## src/rtl/os4_pkg.sv

```systemverilog
package os4_pkg;
   localparam int NPH = 4;
   typedef logic [1:0] ph_t;

   // one step toward tgt modulo NPH; an opposite target steps upward
   function automatic ph_t ph_step(input ph_t cur, input ph_t tgt);
      ph_t d;
      d = ph_t'(tgt - cur);
      case (d)
         2'd0:    ph_step = cur;
         2'd3:    ph_step = ph_t'(cur - 2'd1);
         default: ph_step = ph_t'(cur + 2'd1);
      endcase
   endfunction
endpackage

```

## src/rtl/os4_edge_tally.sv

```systemverilog
module os4_edge_tally #(
   parameter int WIN = 64,
   parameter int CW  = $clog2(WIN + 1)
) (
   input  logic                              clk,
   input  logic                              rst_n,
   input  logic                              tally_i,
   input  logic [os4_pkg::NPH-1:0]           cur_i,
   input  logic                              prev3_i,
   output logic                              win_end_o,
   output logic [os4_pkg::NPH-1:0][CW-1:0]   sum_o
);
   localparam int WW = (WIN > 1) ? $clog2(WIN) : 1;

   logic [WW-1:0]                         wcnt_q;
   logic [os4_pkg::NPH-1:0]               edge_w;
   logic [os4_pkg::NPH-1:0][CW-1:0]       acc_q;

   assign edge_w[0] = prev3_i ^ cur_i[0];
   assign win_end_o = tally_i && (wcnt_q == WW'(WIN - 1));

   always_ff @(posedge clk) begin
      if (!rst_n)          wcnt_q <= '0;
      else if (win_end_o)  wcnt_q <= '0;
      else if (tally_i)    wcnt_q <= wcnt_q + WW'(1);
   end

   genvar k;
   generate
      for (k = 1; k < os4_pkg::NPH; k++) begin : g_edge
         assign edge_w[k] = cur_i[k-1] ^ cur_i[k];
      end
      for (k = 0; k < os4_pkg::NPH; k++) begin : g_acc
         assign sum_o[k] = acc_q[k] + CW'(edge_w[k]);
         always_ff @(posedge clk) begin
            if (!rst_n)          acc_q[k] <= '0;
            else if (win_end_o)  acc_q[k] <= '0;
            else if (tally_i)    acc_q[k] <= sum_o[k];
         end
      end
   endgenerate
endmodule

```

## src/rtl/os4_phase_pick.sv

```systemverilog
module os4_phase_pick #(
   parameter int CW = 7
) (
   input  logic [os4_pkg::NPH-1:0][CW-1:0]  sum_i,
   input  os4_pkg::ph_t                     cur_i,
   output os4_pkg::ph_t                     nxt_o
);
   os4_pkg::ph_t  busy_w;
   logic [CW-1:0] best_w;
   logic          any_w;

   always_comb begin
      busy_w = '0;
      best_w = sum_i[0];
      any_w  = 1'b0;
      for (int k = 0; k < os4_pkg::NPH; k++) begin
         if (sum_i[k] != '0) any_w = 1'b1;
         if (sum_i[k] > best_w) begin
            best_w = sum_i[k];
            busy_w = os4_pkg::ph_t'(k);
         end
      end
      nxt_o = any_w ? os4_pkg::ph_step(cur_i, os4_pkg::ph_t'(busy_w + 2'd2)) : cur_i;
   end
endmodule

```

## src/rtl/os4_emit.sv

```systemverilog
module os4_emit (
   input  logic                     clk,
   input  logic                     rst_n,
   input  logic                     fire_i,
   input  logic [os4_pkg::NPH-1:0]  s1_i,
   input  logic [os4_pkg::NPH-1:0]  s2_i,
   input  os4_pkg::ph_t             sel_i,
   input  os4_pkg::ph_t             last_i,
   output logic [1:0]               bit_o,
   output logic [1:0]               cnt_o,
   output logic                     vld_o
);
   logic fwd_wrap, bwd_wrap;
   assign fwd_wrap = (sel_i == 2'd0) && (last_i == 2'd3);
   assign bwd_wrap = (sel_i == 2'd3) && (last_i == 2'd0);

   always_ff @(posedge clk) begin
      if (!rst_n) begin
         bit_o <= '0;
         cnt_o <= '0;
         vld_o <= 1'b0;
      end else if (!fire_i) begin
         cnt_o <= '0;
         vld_o <= 1'b0;
      end else if (fwd_wrap) begin
         cnt_o <= 2'd0;
         vld_o <= 1'b0;
      end else if (bwd_wrap) begin
         bit_o <= {s1_i[3], s2_i[3]};
         cnt_o <= 2'd2;
         vld_o <= 1'b1;
      end else begin
         bit_o <= {1'b0, s1_i[sel_i]};
         cnt_o <= 2'd1;
         vld_o <= 1'b1;
      end
   end
endmodule

```

## src/rtl/os4_bit_aligner.sv

```systemverilog
module os4_bit_aligner #(
   parameter int           WIN     = 64,
   parameter logic [1:0]   INIT_PH = 2'd2
) (
   input  logic        clk,
   input  logic        rst_n,
   input  logic        ph_vld_i,
   input  logic [3:0]  ph_smp_i,
   output logic [1:0]  bit_o,
   output logic [1:0]  bit_cnt_o,
   output logic        bit_vld_o,
   output logic [1:0]  phase_o
);
   localparam int CW = $clog2(WIN + 1);

   generate
      if (WIN < 4) begin : g_bad_win
         $error("os4_bit_aligner: WIN must be at least 4");
      end
   endgenerate

   logic [3:0]                       s1_q, s2_q;
   logic                             h1_q;
   os4_pkg::ph_t                     sel_q, last_q, nxt_w;
   logic                             fire_w, win_end_w;
   logic [os4_pkg::NPH-1:0][CW-1:0]  sum_w;

   assign fire_w = ph_vld_i && h1_q;

   always_ff @(posedge clk) begin
      if (!rst_n) begin
         s1_q <= '0;
         s2_q <= '0;
         h1_q <= 1'b0;
      end else if (ph_vld_i) begin
         s1_q <= ph_smp_i;
         s2_q <= s1_q;
         h1_q <= 1'b1;
      end
   end

   always_ff @(posedge clk) begin
      if (!rst_n) begin
         sel_q  <= INIT_PH;
         last_q <= INIT_PH;
      end else begin
         if (fire_w)    last_q <= sel_q;
         if (win_end_w) sel_q  <= nxt_w;
      end
   end

   os4_edge_tally #(.WIN(WIN), .CW(CW)) u_tally (
      .clk       (clk),
      .rst_n     (rst_n),
      .tally_i   (fire_w),
      .cur_i     (ph_smp_i),
      .prev3_i   (s1_q[3]),
      .win_end_o (win_end_w),
      .sum_o     (sum_w)
   );

   os4_phase_pick #(.CW(CW)) u_pick (
      .sum_i (sum_w),
      .cur_i (sel_q),
      .nxt_o (nxt_w)
   );

   os4_emit u_emit (
      .clk    (clk),
      .rst_n  (rst_n),
      .fire_i (fire_w),
      .s1_i   (s1_q),
      .s2_i   (s2_q),
      .sel_i  (sel_q),
      .last_i (last_q),
      .bit_o  (bit_o),
      .cnt_o  (bit_cnt_o),
      .vld_o  (bit_vld_o)
   );

   assign phase_o = sel_q;
endmodule

```

## config.mk

```make
export PLATFORM = sky130hd
export DESIGN_NAME = os4_bit_aligner
export DESIGN_NICKNAME = d
export VERILOG_FILES = /design/src/rtl/os4_pkg.sv /design/src/rtl/os4_edge_tally.sv /design/src/rtl/os4_phase_pick.sv /design/src/rtl/os4_emit.sv /design/src/rtl/os4_bit_aligner.sv
export SDC_FILE = /design/constraint.sdc
export NUM_CORES = 1
export LEC_CHECK = 0
export ABC_AREA = 1
export BUFFER_PORTS_ARGS = -buffer_cell sky130_fd_sc_hd__buf_4
export CAP_MARGIN = 20
export CORE_MARGIN = 8
export CORE_UTILIZATION = 54
export CTS_BUF_LIST = sky130_fd_sc_hd__clkbuf_4 sky130_fd_sc_hd__clkbuf_8
export CTS_CLUSTER_DIAMETER = 30
export DETAILED_ROUTE_END_ITERATION = 7
export PLACE_DENSITY = 0.73
export SETUP_SLACK_MARGIN = 0.3
export SLEW_MARGIN = 20
export SYNTH_ARGS = -nofsm -noshare
export SYNTH_HDL_FRONTEND = slang
export SYNTH_SLANG_ARGS = --single-unit
export TNS_END_PERCENT = 50
```

## constraint.sdc

```tcl
create_clock -name clk -period 6.7 [get_ports clk]
set_clock_uncertainty 0.2 [all_clocks]
set_input_delay 0.335 -clock clk [delete_from_list [all_inputs] [get_ports clk]]
set_output_delay 0.335 -clock clk [all_outputs]
set_load 0.02 [all_outputs]
```

==> flow_summary.rst <==
.. list-table::
   :header-rows: 1

   * - Metric
     - Value
   * - Register area share after synthesis
     - 28.5%
   * - Layout overhead on the synthesized area
     - 7.38%
   * - Placer's final routability congestion estimate
     - 0.879
   * - Endpoint of the most critical register-to-register path
     - phase_o[0]
   * - Slowest-stage cell, CP
     - dfxtp_2
   * - Total power density per cell area
     - 231 nW/um^2
   * - Antenna-violating nets left
     - 0
   * - Required time reported for the critical path endpoint
     - 6.72 ns
   * - Final critical delay including setup and external delays
     - 5.76 ns
   * - Sort of element at the start of the critical path
     - flip-flop
   * - Avg Cell Area, Syn
     - 6.28 sq um
   * - Antenna diode count
     - 0
   * - Area contributors post-synth
     - dfxtp_1, nand2_1, ha_1
   * - CTS tree
     - done
   * - Sequential power share
     - 36.7%
   * - Syn nets
     - 584
   * - Crit path arrival time
     - 5.79 ns
   * - Count of cells along the worst register-to-register path
     - 40
   * - Final HPWL DP
     - 5920 um
   * - Row count
     - 29
   * - Overall fraction of global-route tracks in use
     - 18.8%
   * - CP endpoint kind
     - flip-flop
   * - Core area
     - 6240 sq um
   * - Beginning of the worst hold path
     - ph_smp_i[3]
   * - Clk Latency, worst-skew pair
     - 0.31 ns
   * - Die H
     - 95.8 um
   * - First-pass GRT wire length
     - 14,000 um
   * - Category of the critical setup timing path
     - reg2reg
   * - Period utilization
     - 86.0%
   * - Count of max-cap constraint violations
     - 0
   * - Setup total negative slack
     - 0 ns
   * - Routed wirelength normalized by instance count
     - 12.7 um
   * - Post-detailed-routing wire length
     - 8020 um
   * - Setup repair after global routing missed its margin
     - no
   * - Worst slew margin relative to its limit
     - 55.7%
   * - Number of cells produced by synthesis
     - 548
   * - Crit-path max FO
     - 10
   * - Detailed-route via count
     - 3,316
   * - R2r setup slk
     - 0.94 ns
   * - Count of distinct cell types in the synthesized netlist
     - 34
   * - Highest clock rate
     - 174 MHz
   * - Residual overflow from global routing
     - 0
   * - Leading register cell type out of synthesis
     - dfxtp_1
   * - Effective utilization at floorplan
     - 55.1%
   * - Most area-hungry cell type in the Yosys netlist
     - dfxtp_1
   * - Antenna violations before repair
     - 0
   * - Final hold violations
     - 0
   * - Register bit total from synthesis
     - 49
   * - Total design power
     - 855 uW
   * - Cell total after placement
     - 625
   * - Outcome
     - finished clean
   * - Worst voltage drop across the vdd grid
     - 0.000149 V
   * - Clock slew seen by the registers of the worst setup and hold paths
     - 0.10 ns
   * - Count of endpoints failing setup in the final report
     - 0
   * - Number of fill cells
     - 608
   * - Async SR Flop Fraction
     - 0%
   * - Count of hold-fix buffers inserted at cts
     - 0
   * - Reg-to-reg critical path startpoint
     - s1_q[3]
   * - Count of placed standard cells in the final layout, fillers left out
     - 633
   * - Number of warnings issued by yosys
     - 0
   * - I/O pin total
     - 14
   * - DRC violation count after routing
     - 0
   * - Cell depth of the worst hold path
     - 3
   * - Overall die width
     - 95.8 um
   * - Gate power share
     - 36.1%
   * - Final Util
     - 59.2%
   * - Max H-tree Level
     - 2
   * - Net switching component of the power
     - 326 uW
   * - Sw frac
     - 38.1%
   * - Hold Path End
     - s1_q[3]
   * - Proportion of layout cells with a drive suffix above 1
     - 7.73%
   * - Pin count of the biggest net entering global routing
     - 36
   * - Proportion of netlist area held by the largest area contributor
     - 28.5%
   * - Leakage Power
     - 0.00187 uW
   * - Number of max-slew violations in the final report
     - 0
   * - Number of enable flip-flop cells after synthesis
     - 0
   * - Worst slew pin tran
     - 0.662 ns
   * - Total Nets Final
     - 591
   * - Slowest stage delay, CP
     - 0.40 ns
   * - Detailed router's first-iteration violation count
     - 134
   * - Drt first pass iters
     - 5
   * - Number of vias per cell
     - 5.24
   * - I/O Buffers
     - 13
   * - Deepest clock path buffer count
     - 2
   * - Power Internal
     - 529 uW
   * - Class of the most critical hold timing path
     - in2reg
   * - Relative contribution of the clock network to total power
     - 27.1%
   * - Setup Fix Bufs, Post-CTS
     - 0
   * - TritonCTS Buffers
     - 5
   * - Total clock sinks
     - 49
   * - Area enclosed by the die boundary
     - 9180 sq um
   * - Final-layout worst hold slack
     - 0.0531 ns
   * - Root Driver
     - clkbuf_8
   * - Post-Syn Area
     - 3440 sq um
   * - Vias in the first global route
     - 3,107
   * - Crit-path most repeated cell
     - nand2_1
[cells in the mapped netlist (2+ instances only)]
master,count
nand2_1,163
inv_1,79
nor2_1,50
dfxtp_1,49
nand3_1,42
a21oi_1,40
ha_1,29
o21ai_0,27
nand2_2,8
nand4_1,8
clkbuf_1,7
xor2_1,7
and2_1,6
nor3_1,6
buf_2,3
buf_4,2
inv_2,2
nand2_4,2
nand3b_1,2
nor2_2,2
[sequential cells by signal, indices dropped and copies added, names as in the netlist]
signal and cells:
h1_q 1, u_emit.cnt_o 2, s2_q 1, u_tally.acc_q 28
s1_q 4, phase_o 2, u_emit.bit_o 2, u_emit.vld_o 1
u_tally.wcnt_q 6, last_q 2
[cell usage in the layout (no fill, tap or decap)]
| cell | count |
|---|---|
| nand2_4 | 2 |
| xnor2_1 | 1 |
| o21ai_0 | 27 |
| nand3_2 | 1 |
| and3_1 | 1 |
| dfxtp_2 | 1 |
| inv_1 | 79 |
| bufinv_16 | 1 |
| inv_6 | 2 |
| nor3_1 | 6 |
| buf_4 | 13 |
| o21bai_1 | 1 |
| nand2_1 | 162 |
| a21boi_1 | 1 |
| o21ai_2 | 1 |
| nand3b_1 | 2 |
| nor2_2 | 2 |
| a21boi_2 | 1 |
| or2_2 | 1 |
| dfxtp_1 | 48 |
| inv_2 | 2 |
| nand4_1 | 8 |
| and2_1 | 6 |
| a21oi_1 | 40 |
| nand3_1 | 42 |
| nor3_2 | 1 |
| o21ai_1 | 1 |
| o32ai_1 | 1 |
| ha_1 | 29 |
| nor2_4 | 1 |
| a211oi_1 | 1 |
| clkbuf_8 | 5 |
| xor2_1 | 7 |
| nor2_1 | 50 |
| nand2_2 | 9 |
[power groups by stage]
stage | clock, uW | sequential, uW | combinational (uW)
floorplan | 0 | 319 | 242
global placement | 0 | 320 | 295
detailed placement | 0 | 320 | 302
CTS | 236 | 314 | 305
global route | 245 | 316 | 361
finish | 232 | 314 | 309
[logic make-up (layout without fill, tap and decap cells)]
logic type / after synthesis / in the layout / synth area share (%)
adders and majority gates: 29 / 29 / 10.5
xor gates and xnor gates: 8 / 8 / 2.04
AOI/OAI and AO/OA: 74 / 74 / 11.4
DFF: 49 / 49 / 28.5
buffers and inverters: 94 / 102 / 10.6
and+or+nand+nor: 294 / 294 / 36.9
[how the worst max path moves through the flow]
| stage | from | to | slack (ns) | cells past startpoint |
|---|---|---|---|---|
| floorplan | s1_q[3] | phase_o[1] | 1.56 | 39 |
| global placement | ph_smp_i[0] | phase_o[0] | 0.95 | 41 |
| detailed placement | ph_smp_i[1] | phase_o[0] | 0.83 | 41 |
| CTS | s1_q[3] | phase_o[1] | 0.80 | 41 |
| global route | s1_q[3] | phase_o[0] | 0.31 | 40 |
| finish | s1_q[3] | phase_o[0] | 0.94 | 40 |
[final cells by class]
class                   count  area [sq um]  area share, %
clock buffers               5          68.8           1.86
clock inverters             3          47.5           1.29
inverters                  81           304           8.23
multi-input cells         405          2100           56.8
flip-flops and latches     49           982           26.6
well taps                  77          96.3           2.61
repair buffers             13          97.6           2.64
[routing by layer]
layer  GRT usage, %  up-vias  routed length, um
li1               -     1749                  -
met1           23.7     1512               3860
met3           3.20        7                239
met4           4.87        0                 59
met2           32.2       48               3860
met5              0        -                  0
[through the flow]
stage,worst slack (ns),area [sq um]
2_1_floorplan,1.56,3440
3_3_place_gp,0.949,3570
3_5_place_dp,0.834,3570
4_1_cts,0.804,3690
5_1_grt,0.311,3690
6_report,0.937,3690
[worst max-delay path: cells and delay by family (launching register included)]
family | cells | cell delay [ns]
AO/OA/AOI/OAI | 3 | 0.36
XOR/XNOR | 2 | 0.38
adder cells (fa/ha/maj) | 5 | 1.25
flip-flops | 1 | 0.40
buffers and inverters | 5 | 0.37
AND/OR/NAND/NOR | 25 | 2.68
[repair_timing]
| action | CTS | global route |
|---|---|---|
| hold endpoints to repair | 0 | 0 |
| setup endpoints to repair | 0 | 2 |
| gates resized for setup | 0 | 2 |
(Power assumes the default switching activity.)
